[config.mk]
export PLATFORM = sky130hd
export DESIGN_NAME = cfg_boot_select
export DESIGN_NICKNAME = d
export VERILOG_FILES = /design/src/rtl/cfg_boot_pkg.sv /design/src/rtl/cfg_boot_timer.sv /design/src/rtl/cfg_boot_seq.sv /design/src/rtl/cfg_map_store.sv /design/src/rtl/cfg_boot_select.sv
export SDC_FILE = /design/constraint.sdc
export NUM_CORES = 1
export LEC_CHECK = 0
export BUFFER_PORTS_ARGS = -buffer_cell sky130_fd_sc_hd__buf_2
export CAP_MARGIN = 25
export CORE_MARGIN = 2
export CORE_UTILIZATION = 30
export CTS_CLUSTER_SIZE = 24
export DETAILED_ROUTE_END_ITERATION = 12
export SETUP_SLACK_MARGIN = 0.02
export SLEW_MARGIN = 20
export SYNTH_ARGS = -nofsm -noshare
export SYNTH_HDL_FRONTEND = slang
export SYNTH_SLANG_ARGS = --single-unit
[constraint.sdc]
create_clock -name clk -period 4.4 [get_ports clk]
set_clock_uncertainty 0.15 [all_clocks]
set_input_delay 0.44 -clock clk [delete_from_list [all_inputs] [get_ports clk]]
set_output_delay 0.44 -clock clk [all_outputs]
set_load 0.1 [all_outputs]
[src/rtl/cfg_boot_pkg.sv]
package cfg_boot_pkg;

  typedef enum logic [2:0] {
    ST_HOLD, ST_SIG0, ST_SIG1, ST_BODY, ST_DONE
  } seq_state_t;

  typedef enum logic [1:0] {
    ASR_STOP, ASR_LSB8, ASR_LSB16, ASR_LSB20
  } asr_mode_t;

  localparam logic [7:0] SIG_FIRST  = 8'hAA;
  localparam logic [7:0] SIG_SECOND = 8'h55;
  localparam int         CTL_BYTE   = 2;

  // Built-in map contents: a computed pattern per strap selection.
  function automatic logic [7:0] builtin_byte(input logic [1:0] sel,
                                              input logic [15:0] addr);
    logic [15:0] acc;
    acc = addr * 16'd37 + {14'd0, sel} * 16'd101 + 16'd19;
    return acc[7:0];
  endfunction

  // PLL lock length in samples for a 2-bit code.
  function automatic logic [14:0] lock_len(input logic [1:0] code);
    case (code)
      2'd0:    return 15'd512;
      2'd1:    return 15'd2048;
      2'd2:    return 15'd4096;
      default: return 15'd16384;
    endcase
  endfunction

endpackage

[src/rtl/cfg_boot_timer.sv]
module cfg_boot_timer #(
  parameter int INIT_MS   = 10,
  parameter int ACCESS_MS = 120
) (
  input  logic clk,
  input  logic rst_n,
  input  logic ms_tick,
  output logic init_done,
  output logic access_open
);
  localparam int CW = $clog2(ACCESS_MS + 1);
  localparam logic [CW-1:0] INIT_LIM = CW'(INIT_MS);
  localparam logic [CW-1:0] ACC_LIM  = CW'(ACCESS_MS);

  logic [CW-1:0] ms_cnt;

  always_ff @(posedge clk or negedge rst_n) begin
    if (!rst_n)                          ms_cnt <= '0;
    else if (ms_tick && ms_cnt != ACC_LIM) ms_cnt <= ms_cnt + 1'b1;
  end

  assign init_done   = (ms_cnt >= INIT_LIM);
  assign access_open = (ms_cnt == ACC_LIM);

  a_r2_init_before_access: assert property (@(posedge clk) disable iff (!rst_n)
    access_open |-> init_done);
endmodule

[src/rtl/cfg_boot_seq.sv]
module cfg_boot_seq
  import cfg_boot_pkg::*;
#(
  parameter int MAP_BYTES = 128,
  parameter int AW        = $clog2(MAP_BYTES)
) (
  input  logic          clk,
  input  logic          rst_n,
  input  logic          access_open,
  input  logic [1:0]    strap,
  output logic          rd_req,
  output logic [AW-1:0] rd_addr,
  input  logic          rd_ack,
  input  logic [7:0]    rd_data,
  input  logic          rd_err,
  output logic          wr_en,
  output logic [AW-1:0] wr_addr,
  output logic [7:0]    wr_data,
  output logic          cfg_done,
  output logic          from_eeprom,
  output logic [1:0]    map_sel
);
  localparam logic [AW-1:0] LAST = AW'(MAP_BYTES - 1);

  seq_state_t    state;
  logic [AW-1:0] addr;
  logic          reading, sig_bad, xfer_bad, at_last;

  assign reading  = (state == ST_SIG0) || (state == ST_SIG1) || (state == ST_BODY);
  assign sig_bad  = ((state == ST_SIG0) && (rd_data != SIG_FIRST)) ||
                    ((state == ST_SIG1) && (rd_data != SIG_SECOND));
  assign xfer_bad = rd_ack && (rd_err || sig_bad);
  assign at_last  = (addr == LAST);

  always_ff @(posedge clk or negedge rst_n) begin
    if (!rst_n) begin
      state       <= ST_HOLD;
      addr        <= '0;
      from_eeprom <= 1'b0;
      map_sel     <= 2'd0;
    end else begin
      case (state)
        ST_HOLD: if (access_open) state <= ST_SIG0;
        ST_SIG0, ST_SIG1, ST_BODY: begin
          if (rd_ack) begin
            if (xfer_bad) begin
              map_sel <= strap;
              state   <= ST_DONE;
            end else if (at_last) begin
              from_eeprom <= 1'b1;
              state       <= ST_DONE;
            end else begin
              addr  <= addr + 1'b1;
              state <= (state == ST_SIG0) ? ST_SIG1 : ST_BODY;
            end
          end
        end
        default: ;
      endcase
    end
  end

  assign rd_req   = reading;
  assign rd_addr  = addr;
  assign wr_en    = reading && rd_ack && !xfer_bad;
  assign wr_addr  = addr;
  assign wr_data  = rd_data;
  assign cfg_done = (state == ST_DONE);

  a_r4_addr_hold: assert property (@(posedge clk) disable iff (!rst_n)
    (rd_req && !rd_ack) |=> (rd_req && $stable(rd_addr)));
  a_r4_addr_step: assert property (@(posedge clk) disable iff (!rst_n)
    (rd_req && rd_ack) |=> (!rd_req || rd_addr == AW'($past(rd_addr) + 1'b1)));
  a_r6_quiet_after_done: assert property (@(posedge clk) disable iff (!rst_n)
    cfg_done |-> !rd_req);
  a_r8_locked: assert property (@(posedge clk) disable iff (!rst_n)
    cfg_done |=> (cfg_done && $stable(map_sel) && $stable(from_eeprom)));
endmodule

[src/rtl/cfg_map_store.sv]
module cfg_map_store
  import cfg_boot_pkg::*;
#(
  parameter int MAP_BYTES = 128,
  parameter int AW        = $clog2(MAP_BYTES)
) (
  input  logic          clk,
  input  logic          rst_n,
  input  logic          wr_en,
  input  logic [AW-1:0] wr_addr,
  input  logic [7:0]    wr_data,
  input  logic          done,
  input  logic          from_eeprom,
  input  logic [1:0]    map_sel,
  input  logic [AW-1:0] rd_addr,
  output logic [7:0]    rd_data,
  output logic [7:0]    ctl_byte
);
  logic [7:0] mem [MAP_BYTES];

  always_ff @(posedge clk) begin
    if (wr_en) mem[wr_addr] <= wr_data;
  end

  function automatic logic [7:0] pick(input logic [AW-1:0] a);
    if (!done || int'(a) >= MAP_BYTES) return 8'd0;
    if (from_eeprom)                    return mem[a];
    return builtin_byte(map_sel, 16'(a));
  endfunction

  assign rd_data  = pick(rd_addr);
  assign ctl_byte = pick(AW'(CTL_BYTE));

  a_r8_no_write_after_done: assert property (@(posedge clk) disable iff (!rst_n)
    wr_en |-> !done);
endmodule

[src/rtl/cfg_boot_select.sv]
module cfg_boot_select
  import cfg_boot_pkg::*;
#(
  parameter int MAP_BYTES = 128,
  parameter int INIT_MS   = 10,
  parameter int ACCESS_MS = 120,
  localparam int AW       = $clog2(MAP_BYTES)
) (
  input  logic          clk,
  input  logic          rst_n,
  input  logic          ms_tick,
  input  logic          strap_hi,
  input  logic          strap_lo,
  output logic          rd_req,
  output logic [AW-1:0] rd_addr,
  input  logic          rd_ack,
  input  logic [7:0]    rd_data,
  input  logic          rd_err,
  input  logic [AW-1:0] cfg_rd_addr,
  output logic [7:0]    cfg_rd_data,
  output logic          init_done,
  output logic          cfg_done,
  output logic          cfg_from_eeprom,
  output logic [1:0]    cfg_map_sel,
  output logic [1:0]    asr_mode,
  output logic [14:0]   pll_lock_len,
  output logic          usb_connect_en
);
  logic          access_open;
  logic          wr_en;
  logic [AW-1:0] wr_addr;
  logic [7:0]    wr_data;
  logic [7:0]    ctl_byte;

  cfg_boot_timer #(.INIT_MS(INIT_MS), .ACCESS_MS(ACCESS_MS)) u_timer (
    .clk(clk), .rst_n(rst_n), .ms_tick(ms_tick),
    .init_done(init_done), .access_open(access_open)
  );

  cfg_boot_seq #(.MAP_BYTES(MAP_BYTES), .AW(AW)) u_seq (
    .clk(clk), .rst_n(rst_n), .access_open(access_open),
    .strap({strap_hi, strap_lo}),
    .rd_req(rd_req), .rd_addr(rd_addr), .rd_ack(rd_ack),
    .rd_data(rd_data), .rd_err(rd_err),
    .wr_en(wr_en), .wr_addr(wr_addr), .wr_data(wr_data),
    .cfg_done(cfg_done), .from_eeprom(cfg_from_eeprom), .map_sel(cfg_map_sel)
  );

  cfg_map_store #(.MAP_BYTES(MAP_BYTES), .AW(AW)) u_store (
    .clk(clk), .rst_n(rst_n), .wr_en(wr_en), .wr_addr(wr_addr), .wr_data(wr_data),
    .done(cfg_done), .from_eeprom(cfg_from_eeprom), .map_sel(cfg_map_sel),
    .rd_addr(cfg_rd_addr), .rd_data(cfg_rd_data), .ctl_byte(ctl_byte)
  );

  assign asr_mode       = ctl_byte[1:0];
  assign pll_lock_len   = cfg_done ? lock_len(ctl_byte[3:2]) : 15'd0;
  assign usb_connect_en = cfg_done;

  a_r2_req_gated: assert property (@(posedge clk) disable iff (!rst_n)
    rd_req |-> access_open);
  a_r10_connect_after_done: assert property (@(posedge clk) disable iff (!rst_n)
    $rose(usb_connect_en) |-> $past(rd_req));
endmodule

==> impl_metrics.ini <==
[routing]
vias = 21200
drc_errors = 0
drtAntennaViolNets = 0
postRouteWirelength_um = 109000
drt_pre_antenna_iters = 6
routed_wire_length_per_instance_um = 26.2
viasPerCell = 5.08
drt_iter0_drc = 2605

[clocking]
ctsHtreeMaxLevel = 3
worstSkewPairLatency_ns = 0.67
clock_sinks = 1044
cts_buffers = 105
cts.reportedPaths.clkPinSlew_ns = 0.07
cts_root_buf = clkbuf_16
clockBufferDepth = 3
tritoncts = built

[die]
chipWidth_um = 378
start_util_pct = 30.1
die_height_um = 378
floorplan.rows = 137
design.die.area_mm2 = 0.143
core_region_area_mm2 = 0.139
top_level_ports = 61

[sta]
grt_setup_unrepaired = true
finalMaxSlewViolations = 0
worst_max_slew_pin_slew_ns = 1.05
final-setup-viol-count = 0
post-route-min-period_ns = 4.37
final_min_period_over_clock_period_pct = 99.4
slew_limit_headroom_pct = 30.0
final_hold_viol_count = 0
hold_slack_ns = 0.168
fmaxAchievable_mhz = 229
tns_ns = 0

[logic_synthesis]
netlist_top_cells_area = edfxtp_1, mux4_2, mux2i_1
synth.largest_area_cell = edfxtp_1
synthFlopType = edfxtp_1
avgSynthCellArea_um2 = 20.6
yosys_warnings = 0
ys_seq_elements = 1044
synth_seq_area_share_pct = 74.7
ys_async_sr_fraction_pct = 1.92
synthesis.instances = 2035
synth_top_cell_area_share_pct = 73.5
edff_count_synth = 1024
netlist_top_cells_count = edfxtp_1, mux4_2, nor2_1, mux2i_1
synthDistinctLibCells = 57
synth.cell_area_mm2 = 0.0419
post-synth-top-count-cell = edfxtp_1

[worst_setup_path]
crit_type = flop to primary output
worst_setup_path_end_kind = primary output
crit_required_ns = 3.81
cpPeakStageDelay_ns = 0.52
critical-path-slowest-cell = dfrtp_4
path_delay_family = adder cells
crit_path_start_kind = flop
critPathBufInv = 5
crit_path_cell_trace = buf_4, ha_1, inv_1, fa_1, inv_1, ha_2, fa_2, xor2_2, a2bb2oi_2, a31oi_2, buf_12, buf_12
crit_path_max_fanout = 5
worstPathArrival_ns = 3.78

[job]
max_cap_viol_count = 0

[grt]
track_usage_pct = 15.2
residual_overflow_from_global_routing = 0
number_of_global_route_vias_before_repair = 21300
grt_first_pass_wirelength_um = 156000
grt_max_degree = 102
grt_antenna_before_repair = 8

[place]
post-dp-hpwl_um = 69200
numPlacedInstances = 3968
place.port_buffers = 49
gpl.final_weighted_congestion = 0.830

[min_path]
worstHoldPathType = input pin to async pin

[status]
outcome = finished, final reports clean

[finish]
final_stage_net_count = 2269
final_layout_size_suffix_gt1_share_pct = 27.1
fin_cells = 4181
p_r_area_growth_vs_syn_pct = 16.5

[power_and_ir_drop]
power-per-cell-area_mw_per_mm2 = 444
leakagePower_nw = 15.4
irDropWorstVdd_mv = 0.435
report_power, final:
| group | total [W] | internal [W] | switching (W) |
|---|---|---|---|
| sequential | 0.0110 | 0.0109 | 0.0000457 |
| combinational | 0.00153 | 0.000556 | 0.000977 |
| clock | 0.00912 | 0.00524 | 0.00388 |
| total | 0.0216 | 0.0167 | 0.00490 |
metrics by stage:
step | setup WS [ns] | cell area, um2 | utilization (%) | total power (W)
finish | 0.0265 | 48700 | 35.1 | 0.0216
global placement | 0.0861 | 44900 | 32.3 | 0.0126
CTS | -0.0341 | 48700 | 35.0 | 0.0218
global route | -0.109 | 48700 | 35.1 | 0.0223
detailed placement | 0.0155 | 44900 | 32.3 | 0.0127
floorplan | -0.358 | 42000 | - | 0.0121
worst register-to-register path: stages (launching register included):
cell and delay, ns:
dfrtp_1 0.43, nand2b_1 0.22, nor3_1 0.23, nand3_1 0.21
nor2_1 0.26, nand3_1 0.12, buf_4 0.32, nor2_1 0.78
cells in the final DEF, fill, tap and decap left out, types with 12 or more instances in the layout:
cell type	Yosys	layout
edfxtp_1	1024	1024
mux4_2	262	262
nor2_1	162	161
buf_4	17	116
clkbuf_16	0	105
mux2i_1	72	72
nand2_1	47	47
buf_2	26	31
clkinv_1	0	29
nand3_1	28	28
inv_1	27	24
ha_1	27	22
a21oi_1	22	19
buf_12	4	19
clkinv_2	0	18
dfrtp_1	20	18
o21ai_0	18	17
o221ai_1	16	16
clkbuf_1	47	16
xnor2_1	16	15
a22oi_1	15	15
a221oi_1	15	15
bufinv_16	0	14
nor3_1	15	13
nor2b_1	13	12
nand4_1	12	12
timing repair:
item / CTS / global route
endpoints found under the setup margin: 4 / 4
pin swaps: 10 / 7
hold buffers: 10 / 0
setup buffers: 3 / 0
gates resized for setup: 15 / 6
endpoints found under the hold margin: 50 / 0
sequential cells by signal, summed over array words and instances, names as in the netlist:
| register | cells |
|---|---|
| u_store.mem | 1024 |
| u_seq.rd_addr | 7 |
| u_timer.ms_cnt | 7 |
| u_seq.state | 3 |
| u_seq.map_sel | 2 |
| u_seq.from_eeprom | 1 |
cells by family after synthesis:
| logic type | Yosys count | share of synthesized area (%) |
|---|---|---|
| other | 1 | 0.00896 |
| multiplexers | 339 | 16.0 |
| buffers and inverters | 148 | 2.19 |
| AO/OA/AOI/OAI | 129 | 2.15 |
| XOR/XNOR | 20 | 0.418 |
| adder cells (fa/ha/maj) | 34 | 1.14 |
| AND/OR/NAND/NOR | 320 | 3.47 |
| flip-flops | 1044 | 74.7 |
metal layers:
metal	global-route usage (%)	part of all wire, %	vias to the layer above
met3	3.54	9.1	154
met5	0	0.048	-
met4	3.71	2.2	8
met1	21.1	42	11300
met2	24.0	47	1006
li1	-	-	8754
final timing paths:
check                      slack [ns]         startpoint            endpoint  cells past startpoint
hold / removal                   0.17              rst_n   u_seq.from_eeprom                      2
setup reg to reg                 1.33     u_seq.state[2]  u_store.mem[14][3]                      7
hold reg to reg                  0.36  u_timer.ms_cnt[6]   u_timer.ms_cnt[6]                      1
setup / recovery                 0.03   u_seq.map_sel[0]      cfg_rd_data[4]                     12
max in group asynchronous        3.43              rst_n    u_seq.map_sel[0]                      2
min in group clk                 0.17         rd_data[1]  u_store.mem[82][1]                      1
area by class of cell:
cell class	instances	area (um2)
sequential	1044	31300
timing repair buffer	180	1560
clock inverter	76	868
inverter	29	114
clock buffer	121	2690
multi-input combinational	853	9900
fill	12800	90300
tap	1876	2350
antenna	2	5.00
No activity file was read; power rests on OpenSTA's default activity.
